==> src/rtl/ics_pkg.sv <==
package ics_pkg;

   localparam int OP_W  = 4;
   localparam int SW_W  = 3;
   localparam int SW_Z  = 0;
   localparam int SW_IE = 1;
   localparam int SW_SUP = 2;

   localparam logic [OP_W-1:0] OP_NOP  = 4'd0;
   localparam logic [OP_W-1:0] OP_LOAD = 4'd1;
   localparam logic [OP_W-1:0] OP_STOR = 4'd2;
   localparam logic [OP_W-1:0] OP_ADD  = 4'd3;
   localparam logic [OP_W-1:0] OP_JMP  = 4'd4;
   localparam logic [OP_W-1:0] OP_JZ   = 4'd5;
   localparam logic [OP_W-1:0] OP_EI   = 4'd6;
   localparam logic [OP_W-1:0] OP_DI   = 4'd7;
   localparam logic [OP_W-1:0] OP_RTI  = 4'd8;

   typedef enum logic [4:0] {
      S_FETCH_ADR, S_FETCH_RD, S_FETCH_WT, S_DECODE,
      S_IND_RD, S_IND_WT, S_IND_MAR, S_EXEC,
      S_OPR_RD, S_OPR_WT, S_ST_WR,
      S_RTI_SW_RD, S_RTI_SW_WT, S_RTI_PC_RD, S_RTI_PC_WT,
      S_INT_CHK, S_SAVE_PC_WR, S_SAVE_SW_WR, S_VEC_RD, S_VEC_WT
   } ics_state_e;

   function automatic logic op_has_addr(input logic [OP_W-1:0] op);
      return (op == OP_LOAD) || (op == OP_STOR) || (op == OP_ADD) ||
             (op == OP_JMP) || (op == OP_JZ);
   endfunction

endpackage

==> src/rtl/ics_status.sv <==
module ics_status
   import ics_pkg::*;
#(
   parameter bit IE_AT_RESET = 1'b0
) (
   input  logic            clk,
   input  logic            rst_n,
   input  logic            z_we,
   input  logic            z_val,
   input  logic            ie_set,
   input  logic            ie_clr,
   input  logic            int_enter,
   input  logic            sw_load,
   input  logic [SW_W-1:0] sw_load_val,
   output logic [SW_W-1:0] sw_word
);

   logic [SW_W-1:0] rst_word;
   logic [SW_W-1:0] sw_q;

   generate
      if (IE_AT_RESET) begin : g_rst_ie_on
         assign rst_word = SW_W'(1) << SW_IE;
      end else begin : g_rst_ie_off
         assign rst_word = '0;
      end
   endgenerate

   always_ff @(posedge clk or negedge rst_n) begin
      if (!rst_n) begin
         sw_q <= rst_word;
      end else if (sw_load) begin
         sw_q <= sw_load_val;
      end else begin
         if (z_we) sw_q[SW_Z] <= z_val;
         if (int_enter) begin
            sw_q[SW_IE]  <= 1'b0;
            sw_q[SW_SUP] <= 1'b1;
         end else if (ie_set) begin
            sw_q[SW_IE] <= 1'b1;
         end else if (ie_clr) begin
            sw_q[SW_IE] <= 1'b0;
         end
      end
   end

   assign sw_word = sw_q;

   // entry leaves supervisor mode on with interrupts disabled
   a_r8_entry_mode: assert property (@(posedge clk) disable iff (!rst_n)
      int_enter |=> (!sw_q[SW_IE] && sw_q[SW_SUP]));

   // zero flag moves only with a result or a restore
   a_r7_z_only_on_result: assert property (@(posedge clk) disable iff (!rst_n)
      (!z_we && !sw_load) |=> $stable(sw_q[SW_Z]));

endmodule

==> src/rtl/ics_ctrl.sv <==
module ics_ctrl
   import ics_pkg::*;
#(
   parameter int DATA_W      = 16,
   parameter int ADDR_W      = 11,
   parameter int RESET_PC    = 0,
   parameter int SAVE_PC_LOC = 'h7F0,
   parameter int SAVE_SW_LOC = 'h7F1,
   parameter int VECTOR_LOC  = 'h7F2
) (
   input  logic              clk,
   input  logic              rst_n,
   output logic [ADDR_W-1:0] mem_addr,
   output logic              mem_rd,
   output logic              mem_wr,
   output logic [DATA_W-1:0] mem_wdata,
   input  logic [DATA_W-1:0] mem_rdata,
   input  logic              mem_valid,
   input  logic              irq,
   output logic              irq_ack,
   input  logic [SW_W-1:0]   sw_word,
   output logic              z_we,
   output logic              z_val,
   output logic              ie_set,
   output logic              ie_clr,
   output logic              int_enter,
   output logic              sw_load,
   output logic [SW_W-1:0]   sw_load_val
);

   localparam int IND_BIT = DATA_W - OP_W - 1;
   localparam logic [ADDR_W-1:0] PC_RST  = ADDR_W'(RESET_PC);
   localparam logic [ADDR_W-1:0] A_SVPC  = ADDR_W'(SAVE_PC_LOC);
   localparam logic [ADDR_W-1:0] A_SVSW  = ADDR_W'(SAVE_SW_LOC);
   localparam logic [ADDR_W-1:0] A_VEC   = ADDR_W'(VECTOR_LOC);

   ics_state_e        state_q, state_d;
   logic [ADDR_W-1:0] pc_q, pc_d, mar_q, mar_d;
   logic [DATA_W-1:0] mbr_q, mbr_d, ir_q, ir_d, acc_q, acc_d;
   logic [OP_W-1:0]   ir_op, mbr_op;
   logic [DATA_W-1:0] sum;
   logic              unused_ir;

   assign ir_op     = ir_q[DATA_W-1 -: OP_W];
   assign mbr_op    = mbr_q[DATA_W-1 -: OP_W];
   assign unused_ir = ^ir_q[IND_BIT:0];
   assign sum       = (ir_op == OP_LOAD) ? mem_rdata : (acc_q + mem_rdata);

   always_comb begin
      state_d     = state_q;
      pc_d        = pc_q;
      mar_d       = mar_q;
      mbr_d       = mbr_q;
      ir_d        = ir_q;
      acc_d       = acc_q;
      z_we        = 1'b0;
      z_val       = 1'b0;
      ie_set      = 1'b0;
      ie_clr      = 1'b0;
      int_enter   = 1'b0;
      sw_load     = 1'b0;
      sw_load_val = mem_rdata[SW_W-1:0];
      unique case (state_q)
         S_FETCH_ADR: begin
            mar_d   = pc_q;
            state_d = S_FETCH_RD;
         end
         S_FETCH_RD: begin
            pc_d    = pc_q + ADDR_W'(1);
            state_d = S_FETCH_WT;
         end
         S_FETCH_WT: if (mem_valid) begin
            mbr_d   = mem_rdata;
            state_d = S_DECODE;
         end
         S_DECODE: begin
            ir_d    = mbr_q;
            mar_d   = mbr_q[ADDR_W-1:0];
            state_d = (op_has_addr(mbr_op) && mbr_q[IND_BIT]) ? S_IND_RD : S_EXEC;
         end
         S_IND_RD: state_d = S_IND_WT;
         S_IND_WT: if (mem_valid) begin
            mbr_d   = mem_rdata;
            state_d = S_IND_MAR;
         end
         S_IND_MAR: begin
            mar_d   = mbr_q[ADDR_W-1:0];
            state_d = S_EXEC;
         end
         S_EXEC: begin
            state_d = S_INT_CHK;
            case (ir_op)
               OP_LOAD, OP_ADD: state_d = S_OPR_RD;
               OP_STOR: begin
                  mbr_d   = acc_q;
                  state_d = S_ST_WR;
               end
               OP_JMP: pc_d = mar_q;
               OP_JZ:  if (sw_word[SW_Z]) pc_d = mar_q;
               OP_EI:  ie_set = 1'b1;
               OP_DI:  ie_clr = 1'b1;
               OP_RTI: begin
                  mar_d   = A_SVSW;
                  state_d = S_RTI_SW_RD;
               end
               default: ;
            endcase
         end
         S_OPR_RD: state_d = S_OPR_WT;
         S_OPR_WT: if (mem_valid) begin
            mbr_d   = mem_rdata;
            acc_d   = sum;
            z_we    = 1'b1;
            z_val   = (sum == '0);
            state_d = S_INT_CHK;
         end
         S_ST_WR: state_d = S_INT_CHK;
         S_RTI_SW_RD: state_d = S_RTI_SW_WT;
         S_RTI_SW_WT: if (mem_valid) begin
            sw_load = 1'b1;
            mar_d   = A_SVPC;
            state_d = S_RTI_PC_RD;
         end
         S_RTI_PC_RD: state_d = S_RTI_PC_WT;
         S_RTI_PC_WT: if (mem_valid) begin
            pc_d    = mem_rdata[ADDR_W-1:0];
            state_d = S_INT_CHK;
         end
         S_INT_CHK: begin
            if (irq && sw_word[SW_IE]) begin
               mar_d   = A_SVPC;
               mbr_d   = DATA_W'(pc_q);
               state_d = S_SAVE_PC_WR;
            end else begin
               state_d = S_FETCH_ADR;
            end
         end
         S_SAVE_PC_WR: begin
            mar_d   = A_SVSW;
            mbr_d   = DATA_W'(sw_word);
            state_d = S_SAVE_SW_WR;
         end
         S_SAVE_SW_WR: begin
            int_enter = 1'b1;
            mar_d     = A_VEC;
            state_d   = S_VEC_RD;
         end
         S_VEC_RD: state_d = S_VEC_WT;
         S_VEC_WT: if (mem_valid) begin
            pc_d    = mem_rdata[ADDR_W-1:0];
            state_d = S_FETCH_ADR;
         end
         default: state_d = S_FETCH_ADR;
      endcase
   end

   always_ff @(posedge clk or negedge rst_n) begin
      if (!rst_n) begin
         state_q <= S_FETCH_ADR;
         pc_q    <= PC_RST;
         mar_q   <= '0;
         mbr_q   <= '0;
         ir_q    <= '0;
         acc_q   <= '0;
      end else begin
         state_q <= state_d;
         pc_q    <= pc_d;
         mar_q   <= mar_d;
         mbr_q   <= mbr_d;
         ir_q    <= ir_d;
         acc_q   <= acc_d;
      end
   end

   assign mem_addr  = mar_q;
   assign mem_wdata = mbr_q;
   assign mem_rd    = (state_q == S_FETCH_RD) || (state_q == S_IND_RD) ||
                      (state_q == S_OPR_RD) || (state_q == S_RTI_SW_RD) ||
                      (state_q == S_RTI_PC_RD) || (state_q == S_VEC_RD);
   assign mem_wr    = (state_q == S_ST_WR) || (state_q == S_SAVE_PC_WR) ||
                      (state_q == S_SAVE_SW_WR);
   assign irq_ack   = (state_q == S_SAVE_SW_WR);

   // never a read and a write together
   a_r11_rd_wr_excl: assert property (@(posedge clk) disable iff (!rst_n)
      !(mem_rd && mem_wr));

   // a read strobe lasts one cycle
   a_r11_rd_single: assert property (@(posedge clk) disable iff (!rst_n)
      mem_rd |=> !mem_rd);

   // fetch advances the program counter by one
   a_r2_pc_step: assert property (@(posedge clk) disable iff (!rst_n)
      (state_q == S_FETCH_RD) |=> (pc_q == $past(pc_q) + ADDR_W'(1)));

   // buffer register holds while a response is outstanding
   a_r3_hold_mbr: assert property (@(posedge clk) disable iff (!rst_n)
      (((state_q == S_FETCH_WT) || (state_q == S_IND_WT) || (state_q == S_OPR_WT))
       && !mem_valid) |=> $stable(mbr_q));

   // acknowledge only with interrupts enabled
   a_r9_ack_needs_ie: assert property (@(posedge clk) disable iff (!rst_n)
      irq_ack |-> sw_word[SW_IE]);

endmodule

==> src/rtl/ics_core.sv <==
module ics_core
   import ics_pkg::*;
#(
   parameter int DATA_W      = 16,
   parameter int ADDR_W      = 11,
   parameter int RESET_PC    = 0,
   parameter int SAVE_PC_LOC = 'h7F0,
   parameter int SAVE_SW_LOC = 'h7F1,
   parameter int VECTOR_LOC  = 'h7F2,
   parameter bit IE_AT_RESET = 1'b0
) (
   input  logic              clk,
   input  logic              rst_n,
   output logic [ADDR_W-1:0] mem_addr,
   output logic              mem_rd,
   output logic              mem_wr,
   output logic [DATA_W-1:0] mem_wdata,
   input  logic [DATA_W-1:0] mem_rdata,
   input  logic              mem_valid,
   input  logic              irq,
   output logic              irq_ack,
   output logic [SW_W-1:0]   status_o
);

   localparam int ADDR_SPACE = 1 << ADDR_W;

   generate
      if (ADDR_W > DATA_W - OP_W - 1) begin : g_bad_addr_w
         $error("ics_core: address field does not fit the instruction word");
      end
      if (DATA_W < ADDR_W || DATA_W < SW_W) begin : g_bad_data_w
         $error("ics_core: data word narrower than an address or status word");
      end
      if (SAVE_PC_LOC >= ADDR_SPACE || SAVE_SW_LOC >= ADDR_SPACE ||
          VECTOR_LOC >= ADDR_SPACE || RESET_PC >= ADDR_SPACE) begin : g_bad_loc
         $error("ics_core: fixed location outside the address space");
      end
   endgenerate

   logic            z_we, z_val, ie_set, ie_clr, int_enter, sw_load;
   logic [SW_W-1:0] sw_load_val, sw_word;

   ics_ctrl #(
      .DATA_W      (DATA_W),
      .ADDR_W      (ADDR_W),
      .RESET_PC    (RESET_PC),
      .SAVE_PC_LOC (SAVE_PC_LOC),
      .SAVE_SW_LOC (SAVE_SW_LOC),
      .VECTOR_LOC  (VECTOR_LOC)
   ) i_ctrl (
      .clk         (clk),
      .rst_n       (rst_n),
      .mem_addr    (mem_addr),
      .mem_rd      (mem_rd),
      .mem_wr      (mem_wr),
      .mem_wdata   (mem_wdata),
      .mem_rdata   (mem_rdata),
      .mem_valid   (mem_valid),
      .irq         (irq),
      .irq_ack     (irq_ack),
      .sw_word     (sw_word),
      .z_we        (z_we),
      .z_val       (z_val),
      .ie_set      (ie_set),
      .ie_clr      (ie_clr),
      .int_enter   (int_enter),
      .sw_load     (sw_load),
      .sw_load_val (sw_load_val)
   );

   ics_status #(
      .IE_AT_RESET (IE_AT_RESET)
   ) i_status (
      .clk         (clk),
      .rst_n       (rst_n),
      .z_we        (z_we),
      .z_val       (z_val),
      .ie_set      (ie_set),
      .ie_clr      (ie_clr),
      .int_enter   (int_enter),
      .sw_load     (sw_load),
      .sw_load_val (sw_load_val),
      .sw_word     (sw_word)
   );

   assign status_o = sw_word;

endmodule

==> config.mk <==
export PLATFORM = sky130hd
export DESIGN_NAME = ics_core
export DESIGN_NICKNAME = d
export VERILOG_FILES = /design/src/rtl/ics_pkg.sv /design/src/rtl/ics_status.sv /design/src/rtl/ics_ctrl.sv /design/src/rtl/ics_core.sv
export SDC_FILE = /design/constraint.sdc
export NUM_CORES = 1
export LEC_CHECK = 0
export BUFFER_PORTS_ARGS = -buffer_cell sky130_fd_sc_hd__buf_2
export CORE_MARGIN = 4
export CORE_UTILIZATION = 55
export DETAILED_ROUTE_END_ITERATION = 10
export PLACE_DENSITY = 0.73
export SLEW_MARGIN = 25
export SYNTH_ARGS = -nofsm -noshare
export SYNTH_HDL_FRONTEND = slang
export SYNTH_SLANG_ARGS = --single-unit
==> constraint.sdc <==
create_clock -name clk -period 3.1 [get_ports clk]
set_clock_uncertainty 0.1 [all_clocks]
set_input_delay 0.155 -clock clk [delete_from_list [all_inputs] [get_ports clk]]
set_output_delay 0.155 -clock clk [all_outputs]
set_load 0.02 [all_outputs]
-- Word level (Yosys, flattened, before mapping)
Cells that the tools add are included.
- add/sub/neg operators: 2
- equality and inequality tests: 44
- muxes and demuxes: 38
- reductions and logical operators: 31
- operator list (kind ; number):
    $pmux W5 S19 ; 1
    $pmux W11 S7 ; 1
    $mux W16 ; 4
    $pmux W16 S4 ; 1
    $mux W11 ; 5
    $eq A5 B4 Y1 const B ; 8
    $pmux W11 S3 ; 1
    $mux W5 ; 6
    $eq A4 B3 Y1 const B ; 6
    $pmux W11 S2 ; 1
    $eq A5 B3 Y1 const B ; 4
    $eq A5 B5 Y1 const B ; 4
    $add A16 B16 Y16 ; 1
    $eq A4 B2 Y1 const B ; 4
    $logic_not A16 Y1 ; 1
    $mux W1 ; 15
    $ne A2 B2 Y1 const B ; 6
    $reduce_and A4 Y1 ; 3
    $add A11 B1 Y11 const B ; 1
    $logic_or A1 B1 Y1 ; 11
    $eq A5 B2 Y1 const B ; 2
    $pmux W3 S3 ; 1
    $eq A4 B1 Y1 const B ; 2
    $ne A2 B1 Y1 const B ; 4
    15 further kinds ; 22
- register bits after elaboration: 78
- input bits: 20
- output and inout bits: 33
- logic and storage cells: 124

-- Logic depth before layout (Yosys ltp)
- depth in word-level cells: 8
- mapped depth: 11
- gate-level depth less buffers: 10

-- Cells and area by module
A second synthesis with hierarchy kept.
- cell total of the unflattened synthesis: 566
- area total of the unflattened synthesis: 4729.5 sq um
- by module, submodules not included (module ; instances ; cells an instance ; area an instance (sq um) ; sequential area each (sq um)):
    ics_ctrl ; 1 ; 553 ; 4598.2 ; 1576.5
    ics_status ; 1 ; 13 ; 131.4 ; 75.1

-- Worst setup path before layout
Ideal clock, no wire load.
- path type: register to register
- from: register i_ctrl.acc_q[0]
- to: register i_status.sw_q[0] (netlist: i_status.sw_word[0])
- setup time: 76 ps
- arrival time: 2384 ps
- data required time: 2924 ps
- path slack: 540 ps
- stages on the path, launching flop included: 11
- buffers on the path: 0
- period minus slack after synthesis: 2560 ps
- path through: dfrtp_1 -> ha_1 -> fa_1 -> a21o_2 -> a22oi_1 -> nor3_1 -> o311ai_0 -> nand3_1 -> a221oi_1 -> nand4_1 -> o21ai_1
- longest elaborated chain between the ends: 7
- RTL lines (what ; line ; RTL):
    start, declared ; ics_ctrl.sv:39 ; logic [DATA_W-1:0] mbr_q, mbr_d, ir_q, ir_d, acc_q, acc_d;
    start signal, assigned ; ics_ctrl.sv:164 ; acc_q <= '0;
    start signal, assigned ; ics_ctrl.sv:171 ; acc_q <= acc_d;
    $add A16 B16 Y16 ; ics_ctrl.sv:47 ; assign sum = (ir_op == OP_LOAD) ? mem_rdata : (acc_q + mem_rdata);
    $mux W16 ; ics_ctrl.sv:47 ;
    $logic_not A16 Y1 ; ics_ctrl.sv:114 ; z_val = (sum == '0);
    $mux W1 ; ics_ctrl.sv:110 ; S_OPR_WT: if (mem_valid) begin
    $mux W1 ; ics_ctrl.sv:63 ; unique case (state_q)
    $mux W1 ; ics_status.sv:35 ; if (z_we) sw_q[SW_Z] <= z_val;
    $mux W3 ; ics_status.sv:32 ; end else if (sw_load) begin
    end signal, assigned ; ics_status.sv:31 ; sw_q <= rst_word;
    end signal, assigned ; ics_status.sv:33 ; sw_q <= sw_load_val;
    end signal, assigned by index ; ics_status.sv:35 ;
    end, declared ; ics_status.sv:19 ; logic [SW_W-1:0] sw_q;
Every way passes these cells. The select of a mux whose other input is x is not followed.
A chain may end at the register's enable or synchronous reset.

-- Final worst setup path
Same ends and word-level chain as after synthesis.

==> impl_metrics.sql <==
INSERT INTO impl_metrics (metric_group, metric, value, unit) VALUES
('clock_network', 'cts.clk_slew.worst_paths', '0.08', 'ns'),
('sta', 'period_share', '94.4', '%'),
('power_and_ir_drop', 'p_sw_share', '50.2', '%'),
('power_and_ir_drop', 'internal_power', '3.28', 'mW'),
('global_route', 'antenna_found_initial', '0', ''),
('logic_synthesis', 'yosys.cell_types.count', '76', ''),
('layout', 'layout_commonest_cell', 'nand2_1', ''),
('layout', 'syn2layout_area_growth', '12.4', '%'),
('placed_design', 'place.detailed.instances', '727', ''),
('clock_network', 'htree_levels', '3', ''),
('run_status', 'run_status', 'finished clean', ''),
('critical_path', 'worstSetupStartpointType', 'flop', ''),
('sta', 'timing.hold.ws', '0.0223', 'ns'),
('die', 'die_y', '103', 'um'),
('die', 'ios', '53', ''),
('logic_synthesis', 'number_of_flops_mapped_to_enable_cells_by_yosys', '0', ''),
('logic_synthesis', 'synth_seq_cells', '66', ''),
('layout', 'fraction_of_final_layout_cells_with_drive_strength_greater_than_1', '18.5', '%'),
('power_and_ir_drop', 'net-switching-power', '3.30', 'mW'),
('die', 'initial_core_util', '56.5', '%'),
('worst_hold_path', 'hold_class', 'in2reg', ''),
('power_and_ir_drop', 'p_leak', '2.51', 'nW'),
('power_and_ir_drop', 'fin_total_pwr', '6.58', 'mW'),
('power_and_ir_drop', 'power-per-cell-area', '1190', 'nW/um2'),
('logic_synthesis', 'postSynthAreaPerCell', '8.38', 'um2'),
('global_route', 'grt_start_max_net_pins', '67', ''),
('power_and_ir_drop', 'seq_power_share', '26.5', '%'),
('job', 'max_cap_viol_count', '0', ''),
('layout', 'commonest_non_fill_non_tap_cells_in_the_layout', 'nand2_1, dfrtp_1, buf_2, o21ai_0, nor2_1', ''),
('placed_design', 'place_hpwl', '10.2', 'mm'),
('logic_synthesis', 'count_of_yosys_warnings_during_synthesis', '0', ''),
('clock_network', 'worst_skew_pair.late_latency', '0.36', 'ns'),
('clock_network', 'cts_made_buffers', '9', ''),
('power_and_ir_drop', 'vdd.ir_drop.worst', '0.420', 'mV'),
('global_route', 'grt_remaining_overflow', '0', ''),
('logic_synthesis', 'synthesis.area', '4930', 'um2'),
('critical_path', 'critPathArrivalTime', '3.10', 'ns'),
('sta', 'period_needed', '2.92', 'ns'),
('critical_path', 'worstRegToRegCells', '10', ''),
('critical_path', 'crit_path_max_incr_delay', '0.43', 'ns'),
('critical_path', 'timing.reg2reg.setup_slack', '0.18', 'ns'),
('logic_synthesis', 'synthArstFlopShare', '100', '%'),
('detailed_routing', 'drc_errors', '0', ''),
('sta', 'unrepaired_setup_endpoints_after_global_routing', 'false', ''),
('detailed_routing', 'detailedRoute.firstIterationViolations', '369', ''),
('clock_network', 'cts_tree', 'done', ''),
('sta', 'fmax', '342', 'MHz'),
('placed_design', 'globalplace.congestion', '0.917', ''),
('die', 'coreArea', '8720', 'um2'),
('critical_path', 'worst-path-stages', '10', ''),
('power_and_ir_drop', 'clock_power_share', '11.9', '%'),
('detailed_routing', 'final_antenna_net_count', '0', ''),
('sta', 'timing.max_slew.rel_slack', '49.9', '%'),
('die', 'std_cell_rows', '34', ''),
('power_and_ir_drop', 'power.combinational.fraction', '61.6', '%'),
('global_route', 'gr-usage-all-layers', '27.2', '%'),
('critical_path', 'cp_cell_sequence', 'ha_1 > fa_1 > a21o_2 > a22oi_1 > nor3_1 > o311ai_0 > nand3_1 > a221oi_1 > nand4_1 > o21ai_1', ''),
('detailed_routing', 'detail_route.wl_per_cell', '18.9', 'um'),
('logic_synthesis', 'synth_top_cell_by_area', 'dfrtp_1', ''),
('placed_design', 'port_buffers', '52', ''),
('sta', 'final_max_slew_viol_count', '0', ''),
('sta', 'setup_viol_count_final', '0', ''),
('critical_path', 'cp_data_required_time', '3.28', 'ns'),
('die', 'total_die_area', '10500', 'um2'),
('layout', 'post_layout_cell_count', '746', ''),
('critical_path', 'crit_fanout', '5', ''),
('logic_synthesis', 'synth_ff_type', 'dfrtp_1', ''),
('critical_path', 'crit_family', 'compound AO/OA/AOI/OAI gates', ''),
('worst_hold_path', 'hold_path_cell_cnt', '3', ''),
('global_route', 'first_global_vias', '4456', ''),
('critical_path', 'worst-setup-path-type', 'reg2reg', '');
## stage by stage
stage | setup WS, ns | instance area, um2 | utilization [%]
2_1_floorplan | 0.540 | 4930 | -
3_3_place_gp | 0.206 | 5290 | 60.6
3_5_place_dp | 0.115 | 5290 | 60.6
4_1_cts | 0.0891 | 5530 | 63.4
5_1_grt | 0.00373 | 5540 | 63.5
6_report | 0.175 | 5540 | 63.5
## sequential cells by signal (all words and copies together), names as in the netlist
name / flops
i_status.sw_word: 3
i_ctrl.acc_q: 16
i_ctrl.pc_q: 11
i_ctrl.mem_addr: 11
i_ctrl.mem_wdata: 16
i_ctrl.state_q: 5
i_ctrl.ir_q: 4
## timing repair
item                                   CTS  global route
gates resized for setup                  0             3
hold buffers                             3             0
setup endpoints to repair                0             1
endpoints found under the hold margin   68             0
## final timing paths
kind / start / to
setup / recovery: i_ctrl.acc_q[0] / i_status.sw_word[0]
hold / removal: mem_rdata[15] / i_ctrl.mem_wdata[15]
setup reg to reg: i_ctrl.acc_q[0] / i_status.sw_word[0]
hold reg to reg: i_ctrl.mem_wdata[5] / i_ctrl.mem_wdata[5]
max in group asynchronous: rst_n / i_ctrl.mem_wdata[5]
min in group asynchronous: rst_n / i_ctrl.state_q[2]
## area by class of cell
class                      count  area, um2  share of cell area (%)
inverter                      11       41.3                   0.746
tap                          108        135                    2.44
clock inverter                 6       70.1                    1.27
timing repair buffer          75        453                    8.18
multi-input combinational    470       3050                    55.1
clock buffer                  10        138                    2.49
sequential                    66       1650                    29.8
## synthesized netlist by cell type, drive strengths merged, types with 3 or more instances
cell type and n:
nor2b 7, nand3 12, nand2 68, inv 11
o21a 4, a2111oi 4, nor2 44, o211ai 4
mux2i 13, buf 20, nor4 3, o21ai 63
nand4b 4, o2111ai 3, or3 8, nand2b 5
nor3b 8, ha 16, a21o 22, nand4 3
o32ai 3, and3 10, clkbuf 21, a31oi 6
a221oi 17, nor3 20, dfrtp 66, a211oi 7
and2 4, xor2 5, mux2 6, xnor2 7
a22oi 8, or2 4, a222oi 11, a21oi 43
## power groups by stage
stage               Sequential, mW  Clock, mW  Combinational, mW
floorplan                     1.73          0               2.94
global placement              1.73          0               3.89
detailed placement            1.75          0               3.98
CTS                           1.73      0.791               4.00
global route                  1.80      0.829               4.50
finish                        1.74      0.781               4.06
## worst reg2reg max path, cell delays in order (launching register included)
cell	delay (ns)
dfrtp_1	0.40
ha_1	0.22
fa_1	0.43
a21o_2	0.28
a22oi_1	0.21
nor3_1	0.10
o311ai_0	0.39
nand3_1	0.18
a221oi_1	0.30
nand4_1	0.13
o21ai_1	0.12
## cells by family (layout without fill, tap and decap cells)
group	after synthesis	in the layout	share of synthesized area, %
DFF	66	66	33.5
adders and majority gates	19	19	4.87
xor gates and xnor gates	12	12	2.13
AOI/OAI and AO/OA	212	212	29.3
buffers and inverters	52	102	4.87
muxes	19	19	4.01
and+or+nand+nor	208	208	21.3
## per-layer routing
metal  track usage, %  wire length, um  part of all wire, %
met5                0                0                    0
met4             7.16              211                  1.5
met3             4.13              942                  6.7
met2             42.6             6620                   47
met1             39.2             6330                   45
No activity file was read; power rests on OpenSTA's default activity.
